<file path="config.mk">
export PLATFORM = sky130hd
export DESIGN_NAME = pwm_queue
export DESIGN_NICKNAME = d
export VERILOG_FILES = /design/src/rtl/pwm_queue.sv
export SDC_FILE = /design/constraint.sdc
export NUM_CORES = 1
export LEC_CHECK = 0
export ABC_AREA = 0
export BUFFER_PORTS_ARGS = -buffer_cell sky130_fd_sc_hd__buf_2
export CAP_MARGIN = 20
export CORE_ASPECT_RATIO = 2
export CORE_MARGIN = 2
export CORE_UTILIZATION = 25
export DETAILED_ROUTE_END_ITERATION = 8
export GPL_ROUTABILITY_DRIVEN = 0
export PLACE_DENSITY = 0.38
export REMOVE_ABC_BUFFERS = 1
export SYNTH_ARGS = -nofsm -noshare
export SYNTH_HDL_FRONTEND = slang
export SYNTH_SLANG_ARGS = --single-unit
</file>
<file path="constraint.sdc">
create_clock -name clk -period 4.2 [get_ports clk]
set_input_delay 0.63 -clock clk [delete_from_list [all_inputs] [get_ports clk]]
set_output_delay 0.63 -clock clk [all_outputs]
set_load 0.01 [all_outputs]
</file>
<file path="src/rtl/pwm_queue.sv">
module pwm_queue #(
  parameter int CW    = 16,
  parameter int PSW   = 8,
  parameter int DEPTH = 4
) (
  input  logic        clk,
  input  logic        rst_n,
  input  logic        reg_we,
  input  logic [1:0]  reg_waddr,
  input  logic [31:0] reg_wdata,
  input  logic [1:0]  reg_raddr,
  output logic [31:0] reg_rdata,
  input  logic        ext_tick,
  input  logic        doze_req,
  input  logic        wait_req,
  input  logic        dbg_req,
  output logic        pwm_out
);
  localparam int AW = (DEPTH > 1) ? $clog2(DEPTH) : 1;
  localparam int LW = $clog2(DEPTH + 1);

  logic           en_q, src_q, doze_run_q, wait_run_q, dbg_run_q, srst_q;
  logic [PSW-1:0] div_q, pre_q;
  logic [CW-1:0]  period_q, active_q;
  logic [CW:0]    cnt_q, last_cnt;
  logic [CW-1:0]  mem [DEPTH];
  logic [AW-1:0]  rd_ptr, wr_ptr;
  logic [LW-1:0]  level;
  logic           ovf_q;

  wire wr_ctrl = reg_we && reg_waddr == 2'd0;
  wire wr_samp = reg_we && reg_waddr == 2'd1;
  wire wr_per  = reg_we && reg_waddr == 2'd2;
  wire do_srst = wr_ctrl && reg_wdata[5];
  wire en_rise = wr_ctrl && reg_wdata[0] && !en_q;

  wire full  = level == LW'(DEPTH);
  wire empty = level == '0;

  wire paused = (doze_req && !doze_run_q) || (wait_req && !wait_run_q) ||
                (dbg_req && !dbg_run_q);
  wire tick   = en_q && !paused && (src_q ? ext_tick : 1'b1);
  wire step   = tick && pre_q == div_q;
  assign last_cnt = {1'b0, period_q} + {{CW{1'b0}}, 1'b1};
  wire wrap   = step && cnt_q == last_cnt;

  wire pop  = !do_srst && !empty &&
              (en_rise || (wrap && !wr_ctrl && !wr_per));
  wire push = wr_samp && !full;

  assign pwm_out = en_q && ({1'b0, active_q} > cnt_q);

  function automatic logic [AW-1:0] nxt(input logic [AW-1:0] p);
    return (p == AW'(DEPTH - 1)) ? '0 : p + 1'b1;
  endfunction

  always_ff @(posedge clk or negedge rst_n) begin
    if (!rst_n) begin
      en_q <= 1'b0; src_q <= 1'b0; doze_run_q <= 1'b0;
      wait_run_q <= 1'b0; dbg_run_q <= 1'b0; srst_q <= 1'b0;
      div_q <= '0; period_q <= '0;
    end else begin
      srst_q <= do_srst;
      if (wr_ctrl) begin
        en_q       <= reg_wdata[0];
        src_q      <= reg_wdata[1];
        doze_run_q <= reg_wdata[2];
        wait_run_q <= reg_wdata[3];
        dbg_run_q  <= reg_wdata[4];
        div_q      <= reg_wdata[8 +: PSW];
      end
      if (wr_per) period_q <= reg_wdata[CW-1:0];
    end
  end

  always_ff @(posedge clk or negedge rst_n) begin
    if (!rst_n) begin
      pre_q <= '0;
      cnt_q <= '0;
    end else if (wr_ctrl || wr_per) begin
      pre_q <= '0;
      cnt_q <= '0;
    end else if (tick) begin
      if (step) begin
        pre_q <= '0;
        cnt_q <= wrap ? '0 : cnt_q + 1'b1;
      end else begin
        pre_q <= pre_q + 1'b1;
      end
    end
  end

  always_ff @(posedge clk or negedge rst_n) begin
    if (!rst_n) begin
      rd_ptr <= '0; wr_ptr <= '0; level <= '0;
      ovf_q <= 1'b0; active_q <= '0;
    end else if (do_srst) begin
      rd_ptr <= '0; wr_ptr <= '0; level <= '0;
      ovf_q <= 1'b0; active_q <= '0;
    end else begin
      if (push) wr_ptr <= nxt(wr_ptr);
      if (pop) begin
        rd_ptr   <= nxt(rd_ptr);
        active_q <= mem[rd_ptr];
      end
      if (wr_samp && full) ovf_q <= 1'b1;
      level <= level + LW'(push) - LW'(pop);
    end
  end

  always_ff @(posedge clk) begin
    if (push) mem[wr_ptr] <= reg_wdata[CW-1:0];
  end

  always_comb begin
    reg_rdata = '0;
    case (reg_raddr)
      2'd0: begin
        reg_rdata[0] = en_q;
        reg_rdata[1] = src_q;
        reg_rdata[2] = doze_run_q;
        reg_rdata[3] = wait_run_q;
        reg_rdata[4] = dbg_run_q;
        reg_rdata[5] = srst_q;
        reg_rdata[8 +: PSW] = div_q;
      end
      2'd1: reg_rdata[CW-1:0] = active_q;
      2'd2: reg_rdata[CW-1:0] = period_q;
      default: begin
        reg_rdata[LW-1:0] = level;
        reg_rdata[8]  = empty;
        reg_rdata[9]  = full;
        reg_rdata[10] = ovf_q;
      end
    endcase
  end
endmodule


</file>
== Yosys cells after proc, flatten, opt, wreduce, memory -nomap -nowiden ==
Memory sizes are Yosys's and may differ from the RTL's.
Index checks and enable logic that the tools add are counted.
Word-level totals
  bits in registers: 79
  memory bits (writable): 64
  bits of input ports: 43
  memories kept: 1
Memories
  mem: words 4, width 16, rd ports 1, clocked after Yosys merged registers in 0, write ports 1, line 26  | logic [CW-1:0] mem [DEPTH];
Operators by class
  add/sub/neg operators: 7
  order comparisons: 1
  equality and inequality tests: 9
  multiplexer cells: 26
  reduce and logical (&&, ||, !) cells: 43
Operator list (number)
  $mux 17: 4
  $mux 16: 2
  $pmux 3 s3: 3
  $mux 8: 3
  $logic_and 1x1->1: 20
  $add 16x1->17 const B: 1
  $add 17x1->17 const B: 1
  $eq 17x17->1: 1
  $gt 16x17->1: 1
  $pmux 5 s3: 1
  $mux 2: 6
  $logic_not 1->1: 10
  $reduce_bool 2->1: 5
  $add 8x1->8 const B: 1
  $eq 2x2->1 const B: 4
  $eq 8x8->1: 1
  $mux 1: 5
  $add 2x1->2 const B: 2
  $eq 2x1->1 const B: 2
  $logic_not 2->1: 2
  $logic_or 1x1->1: 4
  $pmux 2 s2: 1
  $add 3x1->3: 1
  $eq 3x3->1 const B: 1
  4 further kinds: 4

== Logic depth before layout (Yosys ltp) ==
  word-level depth: 15
  depth in mapped cells: 17
  depth with buffers taken out: 16

== Worst setup path before layout ==
Ideal clock, no wire load.
  path kind: register to register
  start point: reg period_q[0]
  end point: reg level[2]
  library setup time: 0.119 ns
  data arrival time: 3.326 ns
  setup slack: 0.755 ns
  cell stages (with the launch flop): 17
  path buffers: 0
  cell sequence: dfrtp_1 -> ha_1 -> and2_1 -> o21a_1 -> o21ai_0 -> o211ai_1 -> nor4_4 -> nand2_2 -> a21oi_1 -> ha_1 -> inv_1 -> ha_1 -> inv_1 -> fa_1 -> xnor2_1 -> xnor2_1 -> nor2_1
On the way
  cells in the longest elaborated chain, start to end: 9
RTL lines
  from (decl): line 24  | logic [CW-1:0] period_q, active_q;
  from (signal assigned): line 72  | if (wr_per) period_q <= reg_wdata[CW-1:0];
  $add 16x1->17: line 44  | assign last_cnt = {1'b0, period_q} + {{CW{1'b0}}, 1'b1};
  $eq 17x17->1: line 45  | wire wrap = step && cnt_q == last_cnt;
  $logic_and 1x1->1: line 45
  $logic_and 1x1->1 (2 in series): line 48  | (en_rise || (wrap && !wr_ctrl && !wr_per));
  $logic_or 1x1->1: line 48
  $logic_and 1x1->1: line 47  | wire pop = !do_srst && !empty &&
  $sub 3x1->3: line 107  | level <= level + LW'(push) - LW'(pop);
  $mux 3: line 97  | end else if (do_srst) begin
  to (signal assigned): line 107
  to (decl): line 28  | logic [LW-1:0] level;
No other way between the ends.
A chain may end at the register's enable or synchronous reset.

== Worst setup path after layout ==
Ends and elaborated chain as after synthesis.

==> impl_metrics.toml <==
[clocking]
post_cts_buffers = 0
cts_resized = 0
clock-sinks = 143
cts_tree = "built"
numCtsBuffers = 17
htree_levels = 4
clockBufferDepth = 2
clkTransAtPathRegs_ns = 0.07
cts-root-buf = "clkbuf_16"
hold_buffers = 0
clk_latency_ns = 0.44

[drt]
via_per_inst = 5.01
drc_errors = 0
drt_iter0_markers = 425
wl_um = 25200
wire_per_inst_um = 21.2
drt-pass1-iter-count = 6
num_vias = 5947
ant_nets = 0

[cells_and_area]
drive_above_1_share_pct = 21.0
layout_common_cells = "dfrtp_1 (79), edfxtp_1 (64), nand3_1 (53)"
syn2layout_area_growth_pct = 16.8
nets = 823
final_common_cell = "dfrtp_1"
stdcell_count = 1186

[timing]
rsz0062_at_grt = "false"
max_freq_mhz = 266
hold_viol = 0
maxSlewHeadroom_pct = 38.6
final-max-slew-violation-count = 0
clock_skew_ns = 0.00914
final.setup.tns_ns = 0
post-route-min-period_ns = 3.76
setup_viol = 0
worst_pin_slew_ns = 0.921
fin_crit_sh_pct = 89.5

[synthesis]
syn_area_per_cell_um2 = 11.3
synth_top_area_cell = "dfrtp_1"
synthTopCellsByArea = "dfrtp_1 (25%), edfxtp_1 (24%), ha_1 (4.7%)"
synth_ff_type = "dfrtp_1"
ys_seq_elements = 143
ys.warnings.count = 0
synth_edf_count = 64
syn_inst = 705
yosysUniqueCellTypes = 65
netlist_area_um2 = 7980
synth_top_area_share_pct = 24.8
ys_async_sr_fraction_pct = 55.2
yosysSeqAreaShare_pct = 48.9

[critical_path]
r2r_start = "period_q[0]"
worst-r2r-setup-slack_ns = 0.44
start_kind = "register"
cp.arrival_ns = 4.08
critPathCaptureType = "register"
critPathTopFamily = "compound AO/OA/AOI/OAI gates"
crit_type = "reg -> reg"
required_ns = 4.53
slowest_delay_ns = 0.38
path_depth = 16
reg2regPathDepth = 16
cp_common_cell = "ha_1"
slowest_stage = "dfrtp_1"
reg2reg_to = "level[2]"
path_cells = "ha_1 -> and2_1 -> o21a_1 -> o21ai_0 -> o211ai_1 -> nor4_4 -> nand2_2 -> a21oi_1 -> ha_1 -> inv_1 -> ha_1 -> inv_1 -> fa_1 -> xnor2_1 -> xnor2_1 -> nor2_1"
critPathBufInv = 2
critPathMaxFanout = 4

[floorplan]
initial_core_util_pct = 25.4
num_rows = 92
die_area_um2 = 33500
chipWidth_um = 130
io_pins = 76
coreArea_um2 = 31400
die_h_um = 257

[outcome]
status = "finished clean"

[placement]
place_inst = 1153
hpwl_um = 19700
portBuffers = 43

[job]
drv_cap = 0

[global_routing]
grtUsageTotal_pct = 15.6
grt_overflow = 0
grt_pass1_vias = 6183
grt_first_pass_wirelength_um = 38000
antenna_found_initial = 0
grt_max_degree = 51

[power]
p_leak_nw = 3.57
irDropWorstVdd_uv = 273
powerDensity_nw_per_um2 = 538

[worst_hold_path]
hold_path_class = "in -> async"
final cells by class:
type / instances / area, um^2
flip-flops and latches: 143 / 3900
multi-input cells: 487 / 3730
diodes: 1 / 2.50
repair buffers: 64 / 388
inverters: 36 / 135
clock inverters: 15 / 213
clock buffers: 17 / 425
fillers: 3215 / 22100
well taps: 423 / 529
power breakdown:
group | leakage (nW) | switching, mW | total, mW | internal, mW
Combinational | 1.70 | 0.742 | 1.38 | 0.635
Sequential | 1.56 | 0.302 | 1.96 | 1.66
Clock | 0.316 | 0.699 | 1.67 | 0.971
Total | 3.57 | 1.74 | 5.01 | 3.27
cells by family (layout without fill, tap and decap cells):
| logic type | after synthesis | count (layout) | synth area share, % |
|---|---|---|---|
| multiplexers | 52 | 52 | 9.49 |
| AND/OR/NAND/NOR | 232 | 232 | 16.0 |
| XOR/XNOR | 36 | 36 | 3.95 |
| adder cells (fa/ha/maj) | 31 | 31 | 4.95 |
| flip-flops | 143 | 143 | 48.9 |
| AO/OA/AOI/OAI | 120 | 120 | 11.6 |
| other | 1 | 17 | 0.0470 |
| buffers and inverters | 90 | 132 | 5.17 |
worst reg2reg max path, stage by stage, from the launching register on:
cell and delay, ns:
dfrtp_1 0.38, ha_1 0.26, and2_1 0.20, o21a_1 0.18, o21ai_0 0.33, o211ai_1 0.24, nor4_4 0.37, nand2_2 0.09
a21oi_1 0.31, ha_1 0.29, inv_1 0.05, ha_1 0.12, inv_1 0.04, fa_1 0.38, xnor2_1 0.19, xnor2_1 0.14
nor2_1 0.06
cell usage after synthesis (all sizes together), types with 3 or more instances:
library cell / instances
o22ai: 3
o21ai: 22
a222oi: 14
o221ai: 15
mux4: 16
ha: 30
mux2i: 7
clkbuf: 28
a31oi: 8
nand2: 29
dfrtp: 79
nand4: 21
a311o: 9
xnor2: 23
nand2b: 5
edfxtp: 64
nor4: 7
o2111ai: 9
o21a: 5
nor2: 45
nor3: 25
buf: 26
a21oi: 13
inv: 34
mux2: 29
nor2b: 10
and2: 15
a32oi: 8
and3: 10
xor2: 13
nand3: 53
through the flow:
stage | power, mW | hold WS (ns) | utilization (%) | area [um^2] | setup slack [ns]
5_1_grt | 5.29 | 0.277 | 29.7 | 9320 | 0.144
3_3_place_gp | 3.34 | 0.506 | 27.6 | 8680 | 0.301
2_1_floorplan | 2.83 | 0.334 | - | 7760 | 0.674
3_5_place_dp | 3.39 | 0.527 | 27.6 | 8680 | 0.261
6_report | 5.01 | 0.228 | 29.7 | 9320 | 0.441
4_1_cts | 5.08 | 0.249 | 29.7 | 9320 | 0.240
state kept, by name (all words and copies together) (netlist names), 2 cells and up:
name      flops
mem          64
cnt_q        17
active_q     16
period_q     16
div_q         8
pre_q         8
level         3
rd_ptr        2
wr_ptr        2
per-layer routing:
layer  routed length, um  part of all wire, %  vias to the layer above  track usage (%)
met5                   0                    0                        -                0
met4                1370                  5.4                        0             9.25
met3                 628                  2.5                       51             2.17
met2               14600                   58                      153             30.3
met1                8570                   34                     2997             15.0
li1                    -                    -                     2746                -
worst max path at each step:
stage                 from  endpoint
4_1_cts        period_q[0]  level[2]
3_5_place_dp   period_q[0]  level[2]
3_3_place_gp   period_q[0]  level[2]
6_report       period_q[0]  level[2]
5_1_grt        period_q[0]  level[2]
2_1_floorplan       reg_we  level[2]
Power figures use the tool's default switching activity.
